## src/rtl/pdma_pkg.sv

```systemverilog
package pdma_pkg;

    typedef enum logic [1:0] {
        ST_IDLE   = 2'd0,
        ST_HOLD   = 2'd1,
        ST_DRAIN  = 2'd2,
        ST_FINISH = 2'd3
    } xfer_state_e;

    typedef struct packed {
        xfer_state_e st;
        logic        ready;
        logic        dack;
    } fsm_regs_t;

    typedef struct packed {
        logic en;
        logic flag;
        logic rd_prev;
    } ctl_regs_t;

endpackage

```

## src/rtl/pdma_decode.sv

```systemverilog
module pdma_decode #(
    parameter int          ADDR_W    = 8,
    parameter int          WIN_W     = 4,
    parameter logic [3:0]  WIN_HI    = 4'h2,
    parameter logic [7:0]  CTRL_PORT = 8'h30,
    parameter logic [7:0]  STAT_PORT = 8'h31
) (
    input  logic [ADDR_W-1:0] addr_i,
    input  logic              io_rd_i,
    input  logic              io_wr_i,
    output logic              strobe_o,
    output logic              win_hit_o,
    output logic              ctrl_wr_o,
    output logic              stat_rd_o
);

    localparam int LO = ADDR_W - WIN_W;

    logic [WIN_W-1:0] upper;
    logic             in_window;

    always_comb begin
        upper     = addr_i[ADDR_W-1:LO];
        in_window = (upper == WIN_HI[WIN_W-1:0]);
        strobe_o  = io_rd_i | io_wr_i;
        win_hit_o = strobe_o & in_window;
        ctrl_wr_o = io_wr_i & (addr_i == ADDR_W'(CTRL_PORT));
        stat_rd_o = io_rd_i & (addr_i == ADDR_W'(STAT_PORT));
    end

endmodule

```

## src/rtl/pdma_hold_fsm.sv

```systemverilog
module pdma_hold_fsm
    import pdma_pkg::*;
(
    input  logic clk,
    input  logic rst_n,
    input  logic en_i,
    input  logic strobe_i,
    input  logic win_hit_i,
    input  logic drq_i,
    input  logic intr_i,
    output logic ready_o,
    output logic dack_o,
    output logic start_o,
    output logic int_rel_o
);

    fsm_regs_t r_d, r_q;

    always_comb begin
        r_d       = r_q;
        start_o   = 1'b0;
        int_rel_o = 1'b0;
        unique case (r_q.st)
            ST_IDLE: begin
                if (win_hit_i && en_i) begin
                    start_o  = 1'b1;
                    r_d.st    = ST_HOLD;
                    r_d.ready = 1'b0;
                    r_d.dack  = 1'b1;
                end
            end
            ST_HOLD: begin
                // DRQ wins over INT: a simultaneous release carries data
                if (drq_i || intr_i) begin
                    int_rel_o = intr_i & ~drq_i;
                    r_d.st    = ST_DRAIN;
                    r_d.ready = 1'b1;
                end
            end
            ST_DRAIN: begin
                r_d.dack = 1'b0;
                r_d.st   = strobe_i ? ST_FINISH : ST_IDLE;
            end
            ST_FINISH: begin
                if (!strobe_i) r_d.st = ST_IDLE;
            end
            default: r_d = '{st: ST_IDLE, ready: 1'b1, dack: 1'b0};
        endcase
    end

    always_ff @(posedge clk) begin
        if (!rst_n) r_q <= '{st: ST_IDLE, ready: 1'b1, dack: 1'b0};
        else        r_q <= r_d;
    end

    assign ready_o = r_q.ready;
    assign dack_o  = r_q.dack;

    p_stall_start_r1: assert property (@(posedge clk) disable iff (!rst_n)
        (r_q.st == ST_IDLE && win_hit_i && en_i) |=> (!ready_o && dack_o));
    p_dack_in_stall_r2: assert property (@(posedge clk) disable iff (!rst_n)
        (!ready_o) |-> dack_o);
    p_drq_release_r3: assert property (@(posedge clk) disable iff (!rst_n)
        (r_q.st == ST_HOLD && drq_i) |=> (ready_o && dack_o));
    p_no_timeout_r4: assert property (@(posedge clk) disable iff (!rst_n)
        (r_q.st == ST_HOLD && !drq_i && !intr_i) |=> !ready_o);
    p_int_release_r5: assert property (@(posedge clk) disable iff (!rst_n)
        (r_q.st == ST_HOLD && intr_i) |=> ready_o);
    p_dack_drop_r6: assert property (@(posedge clk) disable iff (!rst_n)
        $rose(ready_o) |=> !dack_o);
    p_disabled_r9: assert property (@(posedge clk) disable iff (!rst_n)
        (r_q.st == ST_IDLE && !en_i) |=> (ready_o && !dack_o));

endmodule

```

## src/rtl/pdma_ctl_regs.sv

```systemverilog
module pdma_ctl_regs
    import pdma_pkg::*;
#(
    parameter int DATA_W   = 8,
    parameter int EN_BIT   = 0,
    parameter int FLAG_BIT = 0
) (
    input  logic              clk,
    input  logic              rst_n,
    input  logic              ctrl_wr_i,
    input  logic [DATA_W-1:0] wdata_i,
    input  logic              stat_rd_i,
    input  logic              set_flag_i,
    input  logic              clr_start_i,
    output logic              en_o,
    output logic [DATA_W-1:0] rdata_o
);

    ctl_regs_t c_d, c_q;
    logic      rd_end;

    always_comb begin
        c_d         = c_q;
        rd_end      = c_q.rd_prev & ~stat_rd_i;
        c_d.rd_prev = stat_rd_i;
        if (ctrl_wr_i) c_d.en = wdata_i[EN_BIT];
        if (set_flag_i)                  c_d.flag = 1'b1;
        else if (rd_end || clr_start_i)  c_d.flag = 1'b0;
        rdata_o = '0;
        if (stat_rd_i) rdata_o[FLAG_BIT] = c_q.flag;
    end

    always_ff @(posedge clk) begin
        if (!rst_n) c_q <= '{en: 1'b0, flag: 1'b0, rd_prev: 1'b0};
        else        c_q <= c_d;
    end

    assign en_o = c_q.en;

    p_flag_set_r7: assert property (@(posedge clk) disable iff (!rst_n)
        set_flag_i |=> c_q.flag);
    p_flag_clr_read_r8: assert property (@(posedge clk) disable iff (!rst_n)
        (c_q.rd_prev && !stat_rd_i && !set_flag_i) |=> !c_q.flag);
    p_flag_clr_start_r8: assert property (@(posedge clk) disable iff (!rst_n)
        (clr_start_i && !set_flag_i) |=> !c_q.flag);
    p_enable_load_r9: assert property (@(posedge clk) disable iff (!rst_n)
        ctrl_wr_i |=> (en_o == $past(wdata_i[EN_BIT])));

endmodule

```

## src/rtl/pdma_wait_ctrl.sv

```systemverilog
module pdma_wait_ctrl #(
    parameter int          ADDR_W    = 8,
    parameter int          DATA_W    = 8,
    parameter logic [3:0]  WIN_HI    = 4'h2,
    parameter logic [7:0]  CTRL_PORT = 8'h30,
    parameter logic [7:0]  STAT_PORT = 8'h31
) (
    input  logic              clk,
    input  logic              rst_n,
    input  logic [ADDR_W-1:0] cpu_addr,
    input  logic              io_rd,
    input  logic              io_wr,
    input  logic [DATA_W-1:0] cpu_wdata,
    output logic [DATA_W-1:0] cpu_rdata,
    output logic              cpu_ready,
    input  logic              fdc_drq,
    input  logic              fdc_int,
    output logic              fdc_dack
);

    localparam int WIN_W = 4;

    logic strobe, win_hit, ctrl_wr, stat_rd;
    logic en, start, int_rel;

    pdma_decode #(
        .ADDR_W(ADDR_W), .WIN_W(WIN_W), .WIN_HI(WIN_HI),
        .CTRL_PORT(CTRL_PORT), .STAT_PORT(STAT_PORT)
    ) u_decode (
        .addr_i(cpu_addr), .io_rd_i(io_rd), .io_wr_i(io_wr),
        .strobe_o(strobe), .win_hit_o(win_hit),
        .ctrl_wr_o(ctrl_wr), .stat_rd_o(stat_rd)
    );

    pdma_hold_fsm u_fsm (
        .clk(clk), .rst_n(rst_n), .en_i(en), .strobe_i(strobe),
        .win_hit_i(win_hit), .drq_i(fdc_drq), .intr_i(fdc_int),
        .ready_o(cpu_ready), .dack_o(fdc_dack),
        .start_o(start), .int_rel_o(int_rel)
    );

    pdma_ctl_regs #(.DATA_W(DATA_W), .EN_BIT(0), .FLAG_BIT(0)) u_regs (
        .clk(clk), .rst_n(rst_n), .ctrl_wr_i(ctrl_wr), .wdata_i(cpu_wdata),
        .stat_rd_i(stat_rd), .set_flag_i(int_rel), .clr_start_i(start),
        .en_o(en), .rdata_o(cpu_rdata)
    );

    p_idle_quiet_r10: assert property (@(posedge clk) disable iff (!rst_n)
        (cpu_ready && !fdc_dack && !win_hit) |=> (cpu_ready && !fdc_dack));

endmodule

```

## config.mk

```make
export PLATFORM = sky130hd
export DESIGN_NAME = pdma_wait_ctrl
export DESIGN_NICKNAME = d
export VERILOG_FILES = /design/src/rtl/pdma_pkg.sv /design/src/rtl/pdma_decode.sv /design/src/rtl/pdma_hold_fsm.sv /design/src/rtl/pdma_ctl_regs.sv /design/src/rtl/pdma_wait_ctrl.sv
export SDC_FILE = /design/constraint.sdc
export NUM_CORES = 1
export LEC_CHECK = 0
export BUFFER_PORTS_ARGS = -buffer_cell sky130_fd_sc_hd__buf_4
export CORE_AREA = 2 2 40 42
export CTS_CLUSTER_DIAMETER = 30
export DETAILED_ROUTE_END_ITERATION = 8
export DIE_AREA = 0 0 42 44
export PLACE_DENSITY = 0.65
export SYNTH_ARGS = -nofsm -noshare
export SYNTH_HDL_FRONTEND = slang
export SYNTH_HIERARCHICAL = 1
export SYNTH_SLANG_ARGS = --single-unit
```

## constraint.sdc

```tcl
create_clock -name clk -period 1.6 [get_ports clk]
set_input_delay 0.24 -clock clk [delete_from_list [all_inputs] [get_ports clk]]
set_output_delay 0.24 -clock clk [all_outputs]
set_load 0.01 [all_outputs]
```

======== After elaboration in Yosys (flattened, before gate mapping) ========
Index checks and enable logic that the tools add are counted.
operators by class
  equal/unequal tests ..................... 9
  muxes and demuxes ....................... 14
  bitwise gates (word level) .............. 8
  reductions and logical operators ........ 10
operators by type and width
  operator                                                                  number
  8-bit by 6-bit == test with 1-bit output (second input constant)          2
  2-bit one-hot mux with 4 select lines                                     1
  1-bit 2-to-1 mux                                                          7
  3-bit AND reduction                                                       2
  2-bit nonzero test                                                        3
  1-bit bitwise AND                                                         5
  2-bit == test (second input constant)                                     2
  4-bit by 2-bit == test with 1-bit output (second input constant)          1
  2-bit 2-to-1 mux                                                          2
  4-bit 2-to-1 mux                                                          1
  2-bit by 1-bit inequality test with 1-bit output (second input constant)  2
  1-bit one-hot mux with 2 select lines                                     2
  3-bit 2-to-1 mux                                                          1
  2-bit by 1-bit == test with 1-bit output (second input constant)          1
  2-bit logical NOT                                                         1
  1-bit logical OR                                                          2
  2-bit inequality test (second input constant)                             1
  1-bit inverter                                                            2
  2-bit AND reduction                                                       1
  1-bit logical AND                                                         1
  1-bit OR                                                                  1
storage, ports and cells
  bits in registers ....................... 7
  input bits .............................. 22
  output and inout bits ................... 10
  logic and storage cells ................. 47

======== Longest topological paths before layout ========
Gate-level depths: netlist (run 1).
  word-level depth ........................ 8
  gate-level depth with buffers ........... 6
  depth with buffers taken out ............ 6

======== Cells and area by module ========
The synthesis (run 1) kept the hierarchy.
modules (own cells, without submodules)
  module         instances  cells each  area an instance (µm²)  seq. area each (µm²)
  pdma_hold_fsm  1          20          170.2                   80.1
  pdma_ctl_regs  1          18          166.4                   60.1
  pdma_decode    1          7           60.1                    0.0

======== Worst setup path after synthesis (run 1) ========
OpenSTA, ideal clock, no wires.
  path kind ............................... input to register
  start ................................... input port cpu_addr[7]
  end ..................................... register u_regs/c_q[1] (netlist bit)
  setup time .............................. 115 ps
  arrival ................................. 1355 ps
  data required time ...................... 1485 ps
  setup slack ............................. 131 ps
  cell stages on the path ................. 6
  buffers on the path ..................... 0
  path through ............................ or3b_2 nor3b_1 nand3_1 inv_1 nor3b_1 o21a_1
between the ends
  word-level cells in the longest chain between the ends .. 7
  elaborated cells on any way between the ends .. 11
  classes of those cells .................. 2 x eq/ne; 2 x mux; 4 x bitwise; 3 x reduce/logical
ends and longest elaborated chain
  item                                      line                  RTL
  from (decl)                               pdma_wait_ctrl.sv:10  input logic [ADDR_W-1:0] cpu_addr,
  4-bit by 2-bit == test with 1-bit output  pdma_decode.sv:24     in_window = (upper == WIN_HI[WIN_W-1:0]);
  1-bit bitwise AND                         pdma_decode.sv:26     win_hit_o = strobe_o & in_window;
  named net win_hit                         pdma_wait_ctrl.sv:23  logic strobe, win_hit, ctrl_wr, stat_rd;
  1-bit logical AND                         pdma_hold_fsm.sv:25   if (win_hit_i && en_i) begin
  1-bit 2-to-1 mux                          pdma_hold_fsm.sv:25
  1-bit 2-to-1 mux                          pdma_hold_fsm.sv:23   unique case (r_q.st)
  named net start                           pdma_wait_ctrl.sv:24  logic en, start, int_rel;
  1-bit logical OR                          pdma_ctl_regs.sv:28   else if (rd_end || clr_start_i) c_d.flag = 1'b0;
  2-bit nonzero test (no source line)       --
  to (signal assigned)                      pdma_ctl_regs.sv:34   if (!rst_n) c_q <= '{en: 1'b0, flag: 1'b0, rd_prev: 1'b0};
  to (decl)                                 pdma_ctl_regs.sv:19   ctl_regs_t c_d, c_q;
The timed path passes the listed nets, and every way through them passes these cells.
A chain may end at the register's enable or synchronous reset.

======== Final worst setup path (run 1) ========
  start ................................... input port cpu_addr[1]
  end ..................................... output port cpu_rdata[0]
between the ends
  word-level cells in the longest chain between the ends .. 3
ends and longest elaborated chain
  item                                      line                  RTL
  8-bit by 6-bit == test with 1-bit output  pdma_decode.sv:28     stat_rd_o = io_rd_i & (addr_i == ADDR_W'(STAT_PORT));
  1-bit bitwise AND                         pdma_decode.sv:28
  named net stat_rd                         pdma_wait_ctrl.sv:23
  1-bit 2-to-1 mux                          pdma_ctl_regs.sv:30   if (stat_rd_i) rdata_o[FLAG_BIT] = c_q.flag;
  to (decl)                                 pdma_wait_ctrl.sv:14  output logic [DATA_W-1:0] cpu_rdata,
The timed path passes the listed nets, and every way through them passes these cells.

==> results of run 1 <==
-- power by group through the flow --
stage               clock network, W  logic (W)  registers [W]
floorplan                          0  0.0000292       0.000178
global placement                   0  0.0000486       0.000178
detailed placement                 0  0.0000493       0.000178
CTS                         0.000171  0.0000500       0.000175
global route                0.000178  0.0000566       0.000174
finish                      0.000159  0.0000523       0.000175
-- layout make-up --
type	count	area [um^2]
repair buffers	21	157.7
flip-flops and latches	7	140.1
clock buffers	4	26.28
well taps	16	20.02
fillers	152	834.6
inverters	3	11.26
multi-input cells	34	229.0
-- worst reg2reg max path, delay by kind of cell, from the launching register on --
family	cells	cell delay, ns
flip-flops	1	0.42
buffers and inverters	1	0.06
AO/OA/AOI/OAI	1	0.12
AND/OR/NAND/NOR	3	0.45
-- cell usage in the layout, fill, tap and decap left out --
cell      netlist  layout
buf_4           7      21
dfxtp_1         7       7
conb_1          1       7
clkbuf_4        0       3
nand2_1         3       3
inv_1           3       3
and2_1          3       3
nor3b_1         2       2
o21ai_1         2       2
o21ai_0         2       2
nor2b_1         2       2
clkbuf_1        0       1
or2_2           1       1
or3b_4          0       1
or4b_4          1       1
nor4b_2         1       1
nor3_4          0       1
and4bb_2        1       1
nor2_1          1       1
nand3_1         1       1
a21boi_1        1       1
a221oi_1        1       1
a21o_1          1       1
o21a_1          1       1
mux2i_1         1       1
-- cells in the mapped netlist --
cell      number
buf_4          7
nor4b_2        1
o21ai_0        2
nor2b_1        2
nand2_1        3
nor3b_1        2
or2_2          1
a221oi_1       1
o21a_1         1
or3b_2         1
mux2i_1        1
and2_1         3
a21boi_1       1
and4bb_2       1
or4b_4         1
inv_1          3
nor3_1         1
a21o_1         1
dfxtp_1        7
nand3_1        1
o21ai_1        2
conb_1         1
nor2_1         1
-- layer usage --
metal / global-route usage [%] / share of wire, %
met4: 7.742 / 0
met2: 15.63 / 46
met5: 0 / 0
met1: 11.65 / 41
met3: 3.750 / 13
-- per-stage QoR --
step	hold WS (ns)	instances	setup WS [ns]
floorplan	0.3577	51	0.1308
global placement	0.4420	81	-0.07712
detailed placement	0.4465	81	-0.09411
CTS	0.2251	85	0.007621
global route	0.2361	85	0.02656
finish	0.2371	85	0.07282
-- sequential cells by signal, indices dropped and copies added, names as in the netlist --
signal and flops:
u_fsm/r_q 2, u_fsm/dack_o 1, u_regs/en_o 1, u_fsm/ready_o 1, u_regs/c_q 2
-- logic make-up (layout without fill, tap and decap cells) --
group	Yosys count	after routing	synth area share, %
compound gates	8	8	12.94
buf+inv	10	28	16.09
other cells	1	7	0.9455
mux	1	1	2.524
simple gates	18	18	32.17
flops	7	7	35.33
-- worst max path at each step --
stage	startpoint	slack (ns)	to
floorplan	cpu_addr[7]	0.13	u_regs/c_q[1]
global placement	cpu_addr[7]	-0.08	u_regs/c_q[1]
detailed placement	cpu_addr[1]	-0.09	u_regs/c_q[1]
CTS	cpu_addr[1]	0.008	cpu_rdata[0]
global route	cpu_addr[1]	0.03	cpu_rdata[0]
finish	cpu_addr[1]	0.07	cpu_rdata[0]
-- repair_timing --
item | 4_1_cts | 5_1_grt
gates resized for setup | 1 | 2
pin swaps | 0 | 1
endpoints found under the setup margin | 1 | 1
==> summary.md, run 1 <==
| Metric | Value |
|---|---|
| Max FO, Critical Path | `2` |
| Max_cap viols | `0` |
| Clk_skew | `0.002405 ns` |
| First-pass GRT wire length | `1366 um` |
| Routed wire length | `891 um` |
| Fin crit share | `95.45%` |
| Overflow left after global routing | `0` |
| Die area | `1848 um^2` |
| Routability cong. | `0.7152` |
| Initial antenna violation count | `0` |
| Cts bufs inserted | `3` |
| Final hold vios | `0` |
| Kind of cell adding the most delay to the critical path | `simple AND/OR/NAND/NOR gates` |
| Crit end category | `primary output` |
| Buffers & Inverters on Critical Path | `2` |
| Setup Buffers After CTS | `0` |
| Largest area contributor in the netlist | `dfxtp_1` |
| Worst R2R Path Depth | `5` |
| Clk pwr share | `41.2%` |
| Layout area overhead | `47.32%` |
| CP Depth | `5` |
| Final setup fails | `0` |
| Buffers on Ports | `17` |
| Worst skew pair latency | `0.25 ns` |
| CP cell instances | `buf_4 > or4b_4 > nor3_4 > and2_1 > buf_4` |
| Critical R2R Capture | `u_regs/c_q[1]` |
| Nets | `92` |
| Worst hold path class | `in2reg` |
| DRC | `0` |
| DR pass1 iterations | `4` |
| Ports | `32` |
| Combinational fraction of design power | `13.6%` |
| WP data required | `1.36 ns` |
| Post-synth top area share | `35.33%` |
| Syn Inst Count | `45` |
| Mapped Area | `396.6 um^2` |
| Max clock buf depth | `2` |
| Ant. Diodes | `0` |
| Internal power | `0.0003001 W` |
| Initial core utilization | `27.95%` |
| Tmin final | `1.527 ns` |
| Status | `complete, no violations` |
| Die Height | `44 um` |
| CTS root buffer | `clkbuf_4` |
| Slowest stage cell, crit path | `or4b_4` |
| DRT antenna net count | `0` |
| Reg clk slew, reported paths | `0.05 ns` |
| Synth Register Bits | `7` |
| Arrival time worst endpoint | `1.29 ns` |
| CTS sink cnt | `7` |
| Pin count of the biggest net entering global routing | `8` |
| Dpl hpwl | `690.7 um` |
| Die width | `42 um` |
| Final instance area | `584.3 um^2` |
| Avg Cell Area, Syn | `8.814 um^2` |
| Fmax | `654.8 MHz` |
| NetSw | `0.00008610 W` |
| DR WL/cell | `10.48 um` |
| RSZ-0062 raised after global routing | `false` |
| CTS H-Tree Depth | `1` |
| Top area cells in the synthesized netlist | `dfxtp_1 35%, buf_4 13%, and2_1 4.7%` |
| Synth Warn # | `6` |
| CP Class | `in2out` |
| Min-delay src | `rst_n` |
| Final TNS setup | `0 ns` |
| Leak | `0.2736 nW` |
| Cell row count | `14` |
| Critical Path Most Common Cell | `buf_4` |
| Sequential share of power | `45.3%` |
| R2R Setup Slk | `0.49 ns` |
| DR vias | `378` |
| WHS Path Cells | `2` |
| Sw Share | `22.29%` |
| Worst setup SP type | `input port` |
| Synth cell types | `23` |
| VDD IR-drop max | `324.4 uV` |
| Post-synthesis sequential area ratio | `35.33%` |
| Layout Utilization | `41.18%` |
| GRT Total Usage | `10.22%` |
| DR iter-0 viols | `6` |
| CTS tree | `done` |
| Share of cells above drive strength 1 | `43.48%` |
| Max incr delay on CP | `0.55 ns` |
| RR Startpoint | `u_fsm/r_q[3]` |
| Hold Buf Count CTS | `0` |
| PnR Total Power | `0.0003862 W` |
| Hold Path Sink | `u_regs/c_q[1]` |
| Via density | `4.447` |
| Core area | `1419 um^2` |
| PwrDens | `660.9 nW/um^2` |
| Number of global-route vias before repair | `357` |
| Max-slew violations | `0` |
| Placement-stage cell area | `544.3 um^2` |
Power figures use the tool's default switching activity.
==> run 2: changes to the inputs <==
--- a/config.mk
+++ b/config.mk
@@ -6,12 +6,14 @@
 export NUM_CORES = 1
 export LEC_CHECK = 0
 export BUFFER_PORTS_ARGS = -buffer_cell sky130_fd_sc_hd__buf_4
-export CORE_AREA = 2 2 40 42
+export CORE_AREA = 2 2 39 41
 export CTS_CLUSTER_DIAMETER = 30
 export DETAILED_ROUTE_END_ITERATION = 8
-export DIE_AREA = 0 0 42 44
-export PLACE_DENSITY = 0.65
+export DIE_AREA = 0 0 41 43
+export GPL_TIMING_DRIVEN = 0
+export PLACE_DENSITY = 0.68
 export SYNTH_ARGS = -nofsm -noshare
 export SYNTH_HDL_FRONTEND = slang
 export SYNTH_HIERARCHICAL = 1
 export SYNTH_SLANG_ARGS = --single-unit
+export TNS_END_PERCENT = 10
==> summary.md, run 2 (synthesis gave the netlist of run 1 again) <==
| Metric | Value |
|---|---|
| Routability cong. | `0.6749` |
| CTS sink cnt | `7` |
| Routed wire length | `859 um` |
| Routed wl met3 | `134 um` |
| Fin crit share | `95.53%` |
| WP data required | `1.36 ns` |
| DRC | `0` |
| DR iter-0 viols | `4` |
| Arrival time worst endpoint | `1.29 ns` |
| Worst setup SP type | `input port` |
| Sw Share | `21.92%` |
| Die Height | `43 um` |
| Initial core utilization | `28.66%` |
| RR Startpoint | `u_fsm/r_q[3]` |
| Fmax | `654.2 MHz` |
| DR WL/cell | `9.652 um` |
| NetSw | `0.00008677 W` |
| Nets | `96` |
| Initial antenna violation count | `0` |
| DR vias | `380` |
| Tmin final | `1.529 ns` |
| Max-slew violations | `0` |
| DR pass1 iterations | `4` |
| Max_cap viols | `0` |
| Min-delay src | `rst_n` |
| Via density | `4.270` |
| Dpl hpwl | `642.2 um` |
| Worst skew pair latency | `0.25 ns` |
| Fill cells | `149` |
| CP Class | `in2out` |
| Leak | `0.2991 nW` |
| Worst hold path class | `in2reg` |
| CTS tree | `done` |
| Share of cells above drive strength 1 | `46.58%` |
| Status | `complete, no violations` |
| Hold Buf Count CTS | `0` |
| Ports | `32` |
| Wire length on met2 | `381 um` |
| Hold Path Sink | `u_regs/c_q[1]` |
| Internal power | `0.0003091 W` |
| Pin count of the biggest net entering global routing | `8` |
| Layout area overhead | `54.89%` |
| Top layer in use | `met3` |
| RSZ-0062 raised after global routing | `false` |
| Final setup fails | `0` |
| M1 wire length | `343 um` |
| Final hold vios | `0` |
| Critical R2R Capture | `u_regs/c_q[1]` |
| Clk pwr share | `40.0%` |
| Cts bufs inserted | `3` |
| CTS root buffer | `clkbuf_4` |
| Most common cell after layout, fill and taps aside | `buf_4` |
| Area taken by flip-flops and latches | `140.1 um^2` |
| Buffers on Ports | `17` |
| Cell row count | `14` |
| PwrDens | `644.4 nW/um^2` |
| Biggest regs | `u_fsm/r_q (2), u_regs/c_q (2)` |
| Multi-input gate area | `229.0 um^2` |
| Sequential share of power | `44.1%` |
| CTS H-Tree Depth | `1` |
| Clk_skew | `0.001274 ns` |
| Die width | `41 um` |
| R2R Setup Slk | `0.48 ns` |
| Ant. Diodes | `0` |
| Reg clk slew, reported paths | `0.05 ns` |
| Final Non-Filler Cells | `89` |
| Placement-stage cell area | `566.8 um^2` |
| First-pass GRT wire length | `1255 um` |
| Core area | `1384 um^2` |
| Overflow left after global routing | `0` |
| Commonest non-fill, non-tap cells in the layout | `25 x buf_4, 7 x dfxtp_1, 7 x conb_1` |
| VDD IR-drop max | `348.5 uV` |
| Number of global-route vias before repair | `372` |
| Crit end category | `primary output` |
| Final instance area | `614.3 um^2` |
| Max FO, Critical Path | `2` |
| Dpl cells | `84` |
| DRT antenna net count | `0` |
| Die area | `1763 um^2` |
| GRT Total Usage | `10.40%` |
| Worst R2R Path Depth | `5` |
| Max clock buf depth | `2` |
| Combinational fraction of design power | `15.8%` |
| WHS Path Cells | `2` |
[run 2: cell count changes in the layout (fill, tap and decap cells not counted), sizes merged]
cell | before | now
buf | 21 | 25
[run 2: cell type report]
class	instances	area share [%]
Sequential cell	7	22.81
Inverter	3	1.833
Buffer	7	8.554
Clock buffer	4	4.277
Tap cell	16	3.259
Timing Repair Buffer	18	22.00
Multi-Input combinational cell	34	37.27
[run 2: what timing repair did]
action | CTS | global route
gates resized for setup | 2 | 1
pin swaps | 1 | 0
cloned | 0 | 0
setup endpoints to repair | 1 | 1
setup buffers | 1 | 0
[run 2: power by group through the flow]
stage | clock, W | sequential [W] | combinational, W
after floorplan | 0 | 0.000178 | 0.0000292
after global placement | 0 | 0.000178 | 0.0000586
after detailed placement | 0 | 0.000178 | 0.0000594
after CTS | 0.000166 | 0.000175 | 0.0000613
after global routing | 0.000174 | 0.000174 | 0.0000689
final | 0.000158 | 0.000175 | 0.0000627
[run 2: worst max path at each step]
stage | from | endpoint | cells past startpoint
after global routing | cpu_addr[1] | cpu_rdata[0] | 5
after detailed placement | cpu_addr[7] | u_regs/c_q[1] | 7
after floorplan | cpu_addr[7] | u_regs/c_q[1] | 6
final | cpu_addr[1] | cpu_rdata[0] | 5
after CTS | cpu_addr[7] | cpu_rdata[0] | 5
after global placement | cpu_addr[1] | cpu_rdata[0] | 5
[run 2: through the flow]
step           util, %  worst slack [ns]  total power [W]  hold slack [ns]  setup TNS [ns]
6_report         44.39           0.07146        0.0003959           0.2407               0
5_1_grt          44.39           0.03360        0.0004177           0.2444               0
4_1_cts          44.21           0.02129        0.0004020           0.2408               0
3_5_place_dp     40.96           -0.1081        0.0002377           0.4436         -0.2356
3_3_place_gp     40.96           -0.1080        0.0002369           0.4426         -0.2124
2_1_floorplan        -            0.1308        0.0002076           0.3577               0
[run 2: worst max-delay path, cell delays in order]
cell and delay (ns):
buf_4 0.11, or4b_4 0.56, nor3_4 0.14, and2_1 0.14
buf_4 0.11
[run 2: routing by layer]
layer | global-route usage (%) | vias up
li1 | - | 194
met1 | 11.48 | 159
met2 | 16.25 | 27
met3 | 3.665 | 0
met4 | 6.000 | 0
met5 | 0 | -
==> run 3: changes to the inputs <==
--- a/config.mk
+++ b/config.mk
@@ -6,12 +6,14 @@
 export NUM_CORES = 1
 export LEC_CHECK = 0
 export BUFFER_PORTS_ARGS = -buffer_cell sky130_fd_sc_hd__buf_4
+export CAP_MARGIN = 10
 export CORE_AREA = 2 2 39 41
 export CTS_CLUSTER_DIAMETER = 30
 export DETAILED_ROUTE_END_ITERATION = 8
 export DIE_AREA = 0 0 41 43
 export GPL_TIMING_DRIVEN = 0
 export PLACE_DENSITY = 0.68
+export SETUP_SLACK_MARGIN = 0.2
 export SYNTH_ARGS = -nofsm -noshare
 export SYNTH_HDL_FRONTEND = slang
 export SYNTH_HIERARCHICAL = 1
==> summary.md, run 3 (synthesis gave the netlist of run 1 again) <==
| Metric | Value |
|---|---|
| Share of cells above drive strength 1 | `48.61%` |
| Most common cell after layout, fill and taps aside | `buf_4` |
| Overflow left after global routing | `0` |
| Sw Share | `21.98%` |
| Final hold vios | `0` |
| Routability cong. | `0.6796` |
| Via density | `4.261` |
| Initial antenna violation count | `0` |
| CP startpoint | `cpu_addr[2]` |
| Worst hold path class | `in2reg` |
| Fin crit share | `95.75%` |
| CP Class | `in2out` |
| PwrDens | `639.3 nW/um^2` |
| Final instance area | `621.8 um^2` |
| Placement-stage cell area | `576.8 um^2` |
| Initial core utilization | `28.66%` |
| Worst skew pair latency | `0.25 ns` |
| Critical R2R Capture | `u_regs/c_q[1]` |
| Buffers on Ports | `17` |
| DRC | `0` |
| VDD IR-drop max | `286.6 uV` |
| CTS root buffer | `clkbuf_4` |
| First-pass GRT wire length | `1207 um` |
| Crit end category | `primary output` |
| Crit path to | `cpu_rdata[0]` |
| Final setup fails | `0` |
| Pin count of the biggest net entering global routing | `8` |
| Number of global-route vias before repair | `336` |
| Nets | `95` |
| Layout area overhead | `56.78%` |
| DRT antenna net count | `0` |
| Internal power | `0.0003102 W` |
| DR WL/cell | `8.909 um` |
| DR pass1 iterations | `4` |
| CTS sink cnt | `7` |
| GRT Total Usage | `10.30%` |
| Routed wire length | `784 um` |
| Die area | `1763 um^2` |
| CTS H-Tree Depth | `1` |
| Ports | `32` |
| Fmax | `652.7 MHz` |
| Ant. Diodes | `0` |
| Status | `complete, no violations` |
| Final Non-Filler Cells | `88` |
| Combinational fraction of design power | `16.0%` |
| Cell row count | `14` |
| DR vias | `375` |
| WP data required | `1.36 ns` |
| Clk pwr share | `40.0%` |
| Layout Utilization | `44.94%` |
| Worst R2R Path Depth | `5` |
| DR iter-0 viols | `12` |
| Commonest non-fill, non-tap cells in the layout | `22 x buf_4, 7 x dfxtp_1, 7 x conb_1` |
| R2R Setup Slk | `0.55 ns` |
| RR Startpoint | `u_fsm/r_q[3]` |
| Clk_skew | `0.0009727 ns` |
| Dpl hpwl | `611.9 um` |
| Max FO, Critical Path | `3` |
| Cts bufs inserted | `3` |
| CTS tree | `done` |
| Core area | `1384 um^2` |
| Tmin final | `1.532 ns` |
| Dpl cells | `84` |
| Final TNS setup | `0 ns` |
| Max clock buf depth | `2` |
| NetSw | `0.00008738 W` |
| Die width | `41 um` |
| Setup Buffers After CTS | `0` |
| Max-slew violations | `0` |
| Max_cap viols | `0` |
| Sequential share of power | `43.9%` |
| Reg clk slew, reported paths | `0.05 ns` |
| Leak | `0.2988 nW` |
| RSZ-0062 raised after global routing | `true` |
| Worst setup SP type | `input port` |
| Arrival time worst endpoint | `1.29 ns` |
| Biggest regs | `u_fsm/r_q (2), u_regs/c_q (2)` |
| Die Height | `43 um` |
## run 3: changes by cell type in the layout (fill, tap and decap cells not counted)
cell / delta
buf_4: -3
and2_1: -1
and2_4: +1
nor3b_1: -1
nor3b_2: +1
buf_6: +2
## run 3: worst max-delay path: stages
cell and delay (ns):
buf_6 0.09, or4b_4 0.55, nor3_4 0.16, and2_4 0.17, buf_6 0.09
## run 3: area by class of cell
cell class | count | area (um^2)
fill | 157 | 762.0
multi-input combinational | 34 | 236.5
sequential | 7 | 140.1
timing repair buffer | 17 | 135.1
buffer | 7 | 52.55
clock buffer | 4 | 26.28
tap | 16 | 20.02
inverter | 3 | 11.26
## run 3: metrics by stage
step	setup WS, ns	hold WS (ns)	total power, W
after global routing	0.009656	0.2459	0.0004233
final	0.06800	0.2377	0.0003976
after detailed placement	-0.03300	0.4503	0.0002388
after global placement	-0.02770	0.4405	0.0002381
after CTS	0.04524	0.2304	0.0004066
after floorplan	0.1762	0.3577	0.0002085
## run 3: power by group through the flow
stage	combinational [W]	clock, W	sequential [W]
2_1_floorplan	0.0000302	0	0.000178
3_3_place_gp	0.0000598	0	0.000178
3_5_place_dp	0.0000604	0	0.000178
4_1_cts	0.0000635	0.000168	0.000175
5_1_grt	0.0000705	0.000178	0.000174
6_report	0.0000637	0.000159	0.000175
## run 3: repair_timing
action                     in CTS  in global routing
setup endpoints to repair       1                  1
hold buffers                    0                  0
pin swaps                       3                  0
gates cloned                    0                  0
resized for setup               5                  0
## run 3: layer usage
layer	global-route usage, %	wire (um)
met5	0	0
met2	15.94	368
met1	10.82	301
met3	3.141	115
met4	8.000	0
## run 3: worst min-delay path by stage
stage                             start            end  slack (ns)  depth (start not counted)
after floorplan                   rst_n  u_regs/c_q[1]        0.36                          1
after global placement    u_fsm/ready_o  u_fsm/ready_o        0.44                          1
after detailed placement  u_fsm/ready_o  u_fsm/ready_o        0.45                          1
after CTS                         rst_n  u_regs/c_q[1]        0.23                          2
after global routing              rst_n  u_regs/c_q[1]        0.25                          2
final                             rst_n  u_regs/c_q[1]        0.24                          2
